## src/rtl/dtg_pkg.sv

```systemverilog
package dtg_pkg;
  typedef enum logic [1:0] {SIDE_NONE, SIDE_HS, SIDE_LS} side_e;
  typedef enum logic [1:0] {ST_IDLE, ST_FALL, ST_DLY, ST_ON} st_e;
endpackage

```

## src/rtl/dtg_cycle_timer.sv

```systemverilog
// Counts the cycles spent with run high; done marks the LIMIT-th such cycle.
module dtg_cycle_timer #(
  parameter int LIMIT = 4
) (
  input  logic clk,
  input  logic rst,
  input  logic clr,
  input  logic run,
  output logic done
);
  localparam int W = (LIMIT < 2) ? 1 : $clog2(LIMIT + 1);

  logic [W-1:0] cnt_q;

  assign done = run && (cnt_q == W'(LIMIT - 1));

  always_ff @(posedge clk) begin
    if (rst || clr)
      cnt_q <= '0;
    else if (run && !done)
      cnt_q <= cnt_q + 1'b1;
  end
endmodule

```

## src/rtl/dtg_side_select.sv

```systemverilog
// Priority: kill, then clamp, then the pulse-width command.
module dtg_side_select
  import dtg_pkg::*;
(
  input  logic  pwm_cmd,
  input  logic  force_ls,
  input  logic  force_off,
  output side_e want
);
  always_comb begin
    if (force_off)     want = SIDE_NONE;
    else if (force_ls) want = SIDE_LS;
    else if (pwm_cmd)  want = SIDE_HS;
    else               want = SIDE_LS;
  end
endmodule

```

## src/rtl/dtg_sequencer.sv

```systemverilog
module dtg_sequencer
  import dtg_pkg::*;
#(
  parameter int DELAY_CYC   = 4,
  parameter int TIMEOUT_CYC = 16
) (
  input  logic  clk,
  input  logic  rst,
  input  side_e want,
  input  logic  hs_fallen,
  input  logic  ls_fallen,
  output logic  hs_on,
  output logic  ls_on,
  output logic  fault
);
  st_e   st_q, st_d;
  side_e tgt_q, tgt_d;
  logic  cancel, sensed, to_done, dly_done, timeout_hit;

  // A pending turn-on is dropped as soon as the wanted side moves away.
  assign cancel = ((st_q == ST_FALL) || (st_q == ST_DLY)) && (want != tgt_q);
  // Turn-on of one side is released by the fall of the opposite gate.
  assign sensed = (tgt_q == SIDE_HS) ? ls_fallen : hs_fallen;

  dtg_cycle_timer #(.LIMIT(TIMEOUT_CYC)) u_timeout (
    .clk  (clk),
    .rst  (rst),
    .clr  ((st_q != ST_FALL) || cancel),
    .run  ((st_q == ST_FALL) && !cancel),
    .done (to_done)
  );

  dtg_cycle_timer #(.LIMIT(DELAY_CYC)) u_delay (
    .clk  (clk),
    .rst  (rst),
    .clr  ((st_q != ST_DLY) || cancel),
    .run  ((st_q == ST_DLY) && !cancel),
    .done (dly_done)
  );

  always_comb begin
    st_d        = st_q;
    tgt_d       = tgt_q;
    timeout_hit = 1'b0;
    case (st_q)
      ST_IDLE: begin
        if (want != SIDE_NONE) begin
          st_d  = ST_FALL;
          tgt_d = want;
        end
      end
      ST_FALL: begin
        if (cancel) begin
          st_d  = (want == SIDE_NONE) ? ST_IDLE : ST_FALL;
          tgt_d = want;
        end else if (sensed) begin
          st_d = ST_DLY;
        end else if (to_done) begin
          st_d        = ST_DLY;
          timeout_hit = 1'b1;
        end
      end
      ST_DLY: begin
        if (cancel) begin
          st_d  = (want == SIDE_NONE) ? ST_IDLE : ST_FALL;
          tgt_d = want;
        end else if (dly_done) begin
          st_d = ST_ON;
        end
      end
      ST_ON: begin
        if (want != tgt_q) begin
          st_d  = (want == SIDE_NONE) ? ST_IDLE : ST_FALL;
          tgt_d = want;
        end
      end
      default: begin
        st_d  = ST_IDLE;
        tgt_d = SIDE_NONE;
      end
    endcase
  end

  always_ff @(posedge clk) begin
    if (rst) begin
      st_q  <= ST_IDLE;
      tgt_q <= SIDE_NONE;
      hs_on <= 1'b0;
      ls_on <= 1'b0;
      fault <= 1'b0;
    end else begin
      st_q  <= st_d;
      tgt_q <= tgt_d;
      hs_on <= (st_d == ST_ON) && (tgt_d == SIDE_HS);
      ls_on <= (st_d == ST_ON) && (tgt_d == SIDE_LS);
      fault <= fault || timeout_hit;
    end
  end

  // the timeout fault never clears on its own
  p_fault_sticky_r9: assert property (@(posedge clk) disable iff (rst)
    fault |=> fault)
    else $error("sense fault dropped without reset");

  // a cancelled wait never ends in a gate edge
  p_cancel_no_rise_r8: assert property (@(posedge clk) disable iff (rst)
    cancel |=> !$rose(hs_on) && !$rose(ls_on))
    else $error("gate rose on a cancelled turn-on");
endmodule

```

## src/rtl/dtgate_ctrl.sv

```systemverilog
module dtgate_ctrl
  import dtg_pkg::*;
#(
  parameter int DELAY_CYC   = 4,
  parameter int TIMEOUT_CYC = 16
) (
  input  logic clk,
  input  logic rst,
  input  logic pwm_cmd,
  input  logic hs_fallen,
  input  logic ls_fallen,
  input  logic force_ls,
  input  logic force_off,
  output logic hs_on,
  output logic ls_on,
  output logic sense_fault
);
  localparam int GW = $clog2(DELAY_CYC + 2);

  side_e want;

  dtg_side_select u_sel (
    .pwm_cmd   (pwm_cmd),
    .force_ls  (force_ls),
    .force_off (force_off),
    .want      (want)
  );

  dtg_sequencer #(
    .DELAY_CYC   (DELAY_CYC),
    .TIMEOUT_CYC (TIMEOUT_CYC)
  ) u_seq (
    .clk       (clk),
    .rst       (rst),
    .want      (want),
    .hs_fallen (hs_fallen),
    .ls_fallen (ls_fallen),
    .hs_on     (hs_on),
    .ls_on     (ls_on),
    .fault     (sense_fault)
  );

  // Observation logic for the turn-on gap checks (index 0 high side, 1 low side)
  logic [1:0] gate_v;
  assign gate_v = {ls_on, hs_on};

  for (genvar g = 0; g < 2; g++) begin : g_gap
    logic [GW-1:0] off_run;
    always_ff @(posedge clk) begin
      if (rst || gate_v[1-g])
        off_run <= '0;
      else if (off_run != GW'(DELAY_CYC + 1))
        off_run <= off_run + 1'b1;
    end
    // R3 (g=0) and R4 (g=1): a rise needs the other gate off for the delay
    p_turnon_gap_r3_r4: assert property (@(posedge clk) disable iff (rst)
      $rose(gate_v[g]) |-> off_run >= GW'(DELAY_CYC))
      else $error("gate rose before the dead-time delay");
  end

  p_no_overlap_r1: assert property (@(posedge clk) disable iff (rst)
    !(hs_on && ls_on))
    else $error("both gates enabled");

  p_reset_clear_r2: assert property (@(posedge clk)
    rst |=> !hs_on && !ls_on && !sense_fault)
    else $error("outputs not cleared by reset");

  p_turnoff_r5: assert property (@(posedge clk) disable iff (rst)
    hs_on && (force_off || force_ls || !pwm_cmd) |=> !hs_on)
    else $error("high side not dropped promptly");

  p_kill_r7: assert property (@(posedge clk) disable iff (rst)
    force_off |=> !hs_on && !ls_on)
    else $error("kill request did not clear gates");
endmodule

```

## config.mk

```make
export PLATFORM = sky130hd
export DESIGN_NAME = dtgate_ctrl
export DESIGN_NICKNAME = d
export VERILOG_FILES = /design/src/rtl/dtg_pkg.sv /design/src/rtl/dtg_cycle_timer.sv /design/src/rtl/dtg_side_select.sv /design/src/rtl/dtg_sequencer.sv /design/src/rtl/dtgate_ctrl.sv
export SDC_FILE = /design/constraint.sdc
export NUM_CORES = 1
export LEC_CHECK = 0
export BUFFER_PORTS_ARGS = -buffer_cell sky130_fd_sc_hd__buf_2
export CORE_MARGIN = 5
export CORE_UTILIZATION = 60
export DETAILED_ROUTE_END_ITERATION = 8
export PLACE_DENSITY = 0.81
export SYNTH_ARGS = -nofsm -noshare
export SYNTH_HDL_FRONTEND = slang
export SYNTH_SLANG_ARGS = --single-unit
```

## constraint.sdc

```tcl
create_clock -name clk -period 5.1 [get_ports clk]
set_input_delay 0.255 -clock clk [delete_from_list [all_inputs] [get_ports clk]]
set_output_delay 0.255 -clock clk [all_outputs]
set_load 0.02 [all_outputs]
```

==> results of run 1 <==
routing by layer:
layer / track usage, % / vias up
li1: - / 400
met1: 14.4 / 365
met2: 30.5 / 10
met3: 4.28 / 5
met4: 5.38 / 0
met5: 0 / -
cell usage in the layout, fill, tap and decap left out, types with 2 or more instances in the layout:
cell / netlist / final
sky130_fd_sc_hd__dfxtp_1: 15 / 15
sky130_fd_sc_hd__nor3_1: 5 / 5
sky130_fd_sc_hd__buf_2: 1 / 9
sky130_fd_sc_hd__a31oi_1: 3 / 3
sky130_fd_sc_hd__nor2_1: 21 / 21
sky130_fd_sc_hd__inv_1: 7 / 7
sky130_fd_sc_hd__o21ai_0: 4 / 4
sky130_fd_sc_hd__xor2_1: 3 / 3
sky130_fd_sc_hd__a21oi_1: 4 / 4
sky130_fd_sc_hd__mux2i_1: 3 / 3
sky130_fd_sc_hd__clkbuf_4: 0 / 3
sky130_fd_sc_hd__nand2_1: 6 / 6
sky130_fd_sc_hd__nand3_1: 2 / 2
sky130_fd_sc_hd__ha_1: 8 / 8
synthesized netlist by cell type (all sizes together):
cell type  instances  share of area, %
or3                1              0.68
a32o               1               1.1
a22oi              1               1.4
o21ai              5               3.1
xnor2              1              0.95
ha                 8                11
o21a               1              0.82
clkbuf             2              0.82
nor2              21               8.6
inv                7               2.9
buf                2              0.95
nand3b             1              0.82
a41oi              1              0.95
a221o              1               1.1
xor2               3               2.9
nand3              2               1.1
nand2b             1              0.95
a21oi              4               2.2
nand4b             1              0.95
a31oi              3               2.0
a32oi              1              0.95
o211ai             1               1.4
nand2              6               2.4
nor2b              3               3.1
o221ai             2               2.6
nor3               5               2.7
a2111oi            1              0.95
dfxtp             15                33
mux2i              4               5.7
o211a              1               1.1
and3               2               1.5
registers in the layout, summed over array words and instances (netlist names):
signal,flops
u_seq.st_q,2
u_seq.ls_on,1
u_seq.tgt_q,2
u_seq.u_delay.cnt_q,3
u_seq.hs_on,1
u_seq.fault,1
u_seq.u_timeout.cnt_q,5
cell type report:
type	count	share of cell area, %
clock buffers	3	2.26
clock inverters	1	0.502
inverters	7	2.63
multi-input cells	82	58.0
flip-flops and latches	15	30.1
well taps	16	2.01
repair buffers	9	4.52
metrics by stage:
stage | setup slack, ns | instance area (sq um)
global route | 2.88 | 997
finish | 2.99 | 997
detailed placement | 3.04 | 970
floorplan | 3.09 | 921
global placement | 3.11 | 970
CTS | 3.00 | 997
worst paths after layout:
check / start / to / slack (ns) / cells past startpoint
worst min-delay path: rst / u_seq.st_q[1]$_SDFF_PP0_ / 0.23 / 2
worst max-delay path: u_seq.u_timeout.cnt_q[0]$_SDFFE_PP0P_ / u_seq.hs_on$_SDFF_PP0_ / 2.99 / 8
worst min register to register: u_seq.fault$_SDFF_PP0_ / u_seq.fault$_SDFF_PP0_ / 0.49 / 2
worst max register to register: u_seq.u_timeout.cnt_q[0]$_SDFFE_PP0P_ / u_seq.hs_on$_SDFF_PP0_ / 2.99 / 8
kinds of logic (layout without fill, tap and decap cells):
logic type / count (synthesis) / count (layout) / share of synthesized area [%]
xor gates and xnor gates: 4 / 4 / 3.81
DFF: 15 / 15 / 32.6
buffers and inverters: 11 / 20 / 4.62
and+or+nand+nor: 43 / 43 / 22.8
muxes: 4 / 4 / 5.71
AOI/OAI and AO/OA: 23 / 23 / 19.6
adders and majority gates: 8 / 8 / 10.9
power by group through the flow:
stage | sequential [W] | clock [W] | combinational [W]
2_1_floorplan | 0.000128 | 0 | 0.0000422
3_3_place_gp | 0.000129 | 0 | 0.0000525
3_5_place_dp | 0.000129 | 0 | 0.0000538
4_1_cts | 0.000126 | 0.0000682 | 0.0000541
5_1_grt | 0.000127 | 0.0000753 | 0.0000601
6_report | 0.000126 | 0.0000658 | 0.0000539
==> impl_metrics.ini, run 1 <==
[pwr]
irDropWorstVdd_uv = 159
cell_internal_pwr_w = 0.000171
seqPwrFrac_pct = 51.3
power.density_nw_per_um2 = 246
combPwrFrac_pct = 21.9
clkPwrFrac_pct = 26.8
net_switching_power_w = 0.0000743
switching_share_pct = 30.2
pleak_nw = 0.424
post-layout-total-power_w = 0.000246

[placed_design]
place.detailed.instances = 129
finalWeightedCongestion = 0.868
port_buffers = 9
detailedPlacementHpwl_mm = 1.39

[timing]
final.min_clock_period_ns = 2.11
slew_headroom_pct = 78.8
max_slew.worst_pin.slew_ns = 0.310
fin_skew_ns = 0.000824
slew_violations = 0
hold_ws_ns = 0.227
setup_tns_ns = 0
period_share_pct = 41.4
final-hold-violation-count = 0
max_clock_freq_mhz = 474
setup_viol_count_final = 0
unrepaired_setup_endpoints_after_global_routing = false

[setup_path]
critical_path_class = register to register
timing.critical_path.cells = ha_1, and3_1, ha_1, or3_1, a32oi_1, nor3_1, o21ai_2, nor3_1
worst_ep_arrival_time_ns = 2.28
critPathSlowestCell = sky130_fd_sc_hd__or3_1
worst_setup_path_start_kind = register
worstPathRequired_ns = 5.27
endpoint_kind = register
timing.critical_path.slowest_cell_delay_ns = 0.44
crit_family = simple AND/OR/NAND/NOR gates
worstPathMaxFanout = 9
critical_path.n_buffers_inverters = 0

[run_status]
status = complete, no violations

[detailed_routing]
wl_met3_um = 58
number_of_detailed_routing_iterations_run_before_antenna_repair = 4
route.detailed.drc = 0
route.layer.met1.wl_um = 701
initial_drc_count = 15
viasPerCell = 5.86
topRoutingLayerUsed = met4
post_drt_wl_per_cell_um = 13.1
routed_wl_mm = 1.74
met2_wirelength_um = 954
ant_nets = 0
num_vias = 780

[clocking]
cts.htree.levels = 1
tritoncts = done
holdBufCountCts = 0
cts.repair.resized = 0
root_buffer = sky130_fd_sc_hd__clkbuf_4
cts-root-to-sink-buffers = 2
cts.sinks = 15
post_cts_setup_buffer_count = 0
clock_insertion_delay_worst_skew_ns = 0.28
clk_pin_slew_worst_paths_ns = 0.08
tritoncts.num_buffers = 3

[global_routing]
grtUsageTotal_pct = 15.4
grt_remaining_overflow = 0
number_of_global_route_vias_before_repair = 766
maximum_number_of_pins_on_one_net_before_global_route_repair = 14
antenna_found_initial = 0
wire_length_of_the_first_global_routing_pass_mm = 2.99

[final_layout]
fin_util_pct = 67.0
multiInputGateArea_sq_um = 578
antenna_cells_inserted = 0
n_fill_cell = 136
num-nets-final = 133
regArea_sq_um = 300
drive_gt1_share_pct = 18.8
syn2layout_area_growth_pct = 8.29
finalNonFillerCells = 133

[synth]
synth-seq-cells = 15
synth_cells = 108
synthDistinctLibCells = 38
avgSynthCellArea_sq_um = 8.53
warnings_synthesis = 0
syn_area_sq_um = 921
net_count_synth = 123
sequential_to_total_area_share_from_yosys_stat_pct = 32.6

[hold_path]
hold_class = primary input to register

[die]
dieWidth_um = 49.2
start_util_pct = 61.8
floorplan.rows = 14
dieArea_sq_um = 2420
top_level_ports = 10
chipHeight_um = 49.2
coreArea_sq_um = 1490

[run]
timing.max_cap.violations = 0
No activity file was read; power rests on OpenSTA's default activity.
==> run 2: changes to the inputs <==
--- a/config.mk
+++ b/config.mk
@@ -7,9 +7,9 @@
 export LEC_CHECK = 0
 export BUFFER_PORTS_ARGS = -buffer_cell sky130_fd_sc_hd__buf_2
 export CORE_MARGIN = 5
-export CORE_UTILIZATION = 60
+export CORE_UTILIZATION = 56
 export DETAILED_ROUTE_END_ITERATION = 8
-export PLACE_DENSITY = 0.81
+export PLACE_DENSITY = 0.77
 export SYNTH_ARGS = -nofsm -noshare
 export SYNTH_HDL_FRONTEND = slang
 export SYNTH_SLANG_ARGS = --single-unit
==> constraint.sdc (replaced) <==
create_clock -name clk -period 2.1 [get_ports clk]
set_input_delay 0.105 -clock clk [delete_from_list [all_inputs] [get_ports clk]]
set_output_delay 0.105 -clock clk [all_outputs]
set_load 0.02 [all_outputs]
==> impl_metrics.ini, run 2 (synthesis results as in run 1) <==
[setup_path]
crit-reg2reg-launch = u_seq.u_timeout.cnt_q[0]$_SDFFE_PP0P_
critical_path.n_buffers_inverters = 0
worstReg2RegEnd = u_seq.hs_on$_SDFF_PP0_
critical_path_class = register to register
worst_setup_path_start_kind = register
worst_r2r_path_depth = 8
timing.critical_path.cells = ha_1, and3_1, ha_1, or3_1, a32oi_1, nor3_1, o21ai_2, nor3_1
worstPathMaxFanout = 3
endpoint_kind = register
rrSetupSlack_ns = 0.16
critPathSlowestCell = sky130_fd_sc_hd__or3_1
crit_family = simple AND/OR/NAND/NOR gates
worst_ep_arrival_time_ns = 2.12
worstPathRequired_ns = 2.28
timing.critical_path.slowest_cell_delay_ns = 0.40

[clocking]
holdBufCountCts = 0
clk_pin_slew_worst_paths_ns = 0.09
tritoncts = done
post_cts_setup_buffer_count = 0
tritoncts.num_buffers = 3
cts.htree.levels = 1
cts-root-to-sink-buffers = 2
cts.repair.resized = 0
clock_insertion_delay_worst_skew_ns = 0.29
cts.sinks = 15
root_buffer = sky130_fd_sc_hd__clkbuf_4

[detailed_routing]
viasPerCell = 5.93
ant_nets = 0
num_vias = 795
post_drt_wl_per_cell_um = 13.4
number_of_detailed_routing_iterations_run_before_antenna_repair = 4
routed_wl_mm = 1.80
initial_drc_count = 20
route.detailed.drc = 0

[hold_path]
hold_path_startpoint = rst
endpoint_with_the_worst_hold_slack = u_seq.st_q[1]$_SDFF_PP0_
hold_class = primary input to register
timing.hold.worst_path_depth = 2

[final_layout]
syn2layout_area_growth_pct = 9.10
antenna_cells_inserted = 0
final_common_cell = sky130_fd_sc_hd__nor2_1
drive_gt1_share_pct = 19.5
num-nets-final = 134
largest_register_ff_count = 5
largest-register = u_seq.u_timeout.cnt_q
mostFrequentLayoutCells = sky130_fd_sc_hd__nor2_1 (21), sky130_fd_sc_hd__dfxtp_1 (15), sky130_fd_sc_hd__buf_2 (9), sky130_fd_sc_hd__ha_1 (8), sky130_fd_sc_hd__inv_1 (7)
largestRegisters = u_seq.u_timeout.cnt_q (5), u_seq.u_delay.cnt_q (3)

[global_routing]
number_of_global_route_vias_before_repair = 751
grt_remaining_overflow = 0
grtUsageTotal_pct = 15.8
antenna_found_initial = 0
wire_length_of_the_first_global_routing_pass_mm = 3.22
maximum_number_of_pins_on_one_net_before_global_route_repair = 14

[placed_design]
finalWeightedCongestion = 0.855
port_buffers = 9
detailedPlacementHpwl_mm = 1.39
preCtsSetupSlack_ns = 0.172

[die]
dieWidth_um = 50.6
top_level_ports = 10
coreArea_sq_um = 1540
floorplan.rows = 14
chipHeight_um = 50.6
start_util_pct = 59.7
dieArea_sq_um = 2560

[timing]
max_slew.worst_pin.slew_ns = 0.302
max_clock_freq_mhz = 517
period_share_pct = 92.2
final-hold-violation-count = 0
setup_tns_ns = 0
slew_headroom_pct = 79.4
fin_skew_ns = 0.00626
slew_violations = 0
unrepaired_setup_endpoints_after_global_routing = false
finalWorstSetupSlack_ns = 0.165
final.min_clock_period_ns = 1.94
setup_viol_count_final = 0

[pwr]
net_switching_power_w = 0.000189
seqPwrFrac_pct = 50.6
clkPwrFrac_pct = 27.6
switching_share_pct = 31.2
combPwrFrac_pct = 21.8
cell_internal_pwr_w = 0.000416
pleak_nw = 0.429
power.density_nw_per_um2 = 603
irDropWorstVdd_uv = 430

[run]
timing.max_cap.violations = 0

[run_status]
status = complete, no violations
-- run 2: area by class of cell --
cell class,count,area (sq um)
clock inverter,1,5.00
sequential,15,300
tap,16,20.0
multi-input combinational,82,578
fill,148,537
timing repair buffer,10,52.6
inverter,7,26.3
clock buffer,3,22.5
-- run 2: worst max path at each step --
stage               slack (ns)                             startpoint                endpoint  cells after the start
global route              0.03  u_seq.u_timeout.cnt_q[0]$_SDFFE_PP0P_  u_seq.hs_on$_SDFF_PP0_                      8
finish                    0.16  u_seq.u_timeout.cnt_q[0]$_SDFFE_PP0P_  u_seq.hs_on$_SDFF_PP0_                      8
floorplan                 0.09  u_seq.u_timeout.cnt_q[0]$_SDFFE_PP0P_  u_seq.hs_on$_SDFF_PP0_                      9
global placement          0.24  u_seq.u_timeout.cnt_q[0]$_SDFFE_PP0P_  u_seq.ls_on$_SDFF_PP0_                      8
detailed placement        0.17  u_seq.u_timeout.cnt_q[0]$_SDFFE_PP0P_  u_seq.ls_on$_SDFF_PP0_                      8
CTS                       0.16  u_seq.u_timeout.cnt_q[0]$_SDFFE_PP0P_  u_seq.ls_on$_SDFF_PP0_                      8
-- run 2: through the flow --
| stage | hold slack (ns) | total power (W) | instance area [sq um] | util, % | std cells |
|---|---|---|---|---|---|
| finish | 0.0821 | 0.000606 | 1000 | 65.2 | 134 |
| floorplan | 0.177 | 0.000412 | 921 | - | 108 |
| global route | 0.0839 | 0.000643 | 1000 | 65.2 | 134 |
| global placement | 0.386 | 0.000440 | 977 | 63.4 | 130 |
| CTS | 0.0722 | 0.000610 | 1000 | 65.2 | 134 |
| detailed placement | 0.387 | 0.000444 | 977 | 63.4 | 130 |
-- run 2: metal layers --
layer	global-route usage, %	vias to the layer above	wire, um	share of wire [%]
met4	1.28	0	0	0
li1	-	401	-	-
met5	0	-	0	0
met1	18.0	377	775	43
met2	28.3	17	937	52
met3	6.51	0	82	4.6
-- run 2: power by group through the flow --
| stage | Combinational (W) | Sequential, W | Clock [W] |
|---|---|---|---|
| final | 0.000132 | 0.000306 | 0.000167 |
| after global routing | 0.000148 | 0.000308 | 0.000187 |
| after CTS | 0.000131 | 0.000306 | 0.000173 |
| after detailed placement | 0.000131 | 0.000313 | 0 |
| after global placement | 0.000129 | 0.000312 | 0 |
| after floorplan | 0.000102 | 0.000310 | 0 |
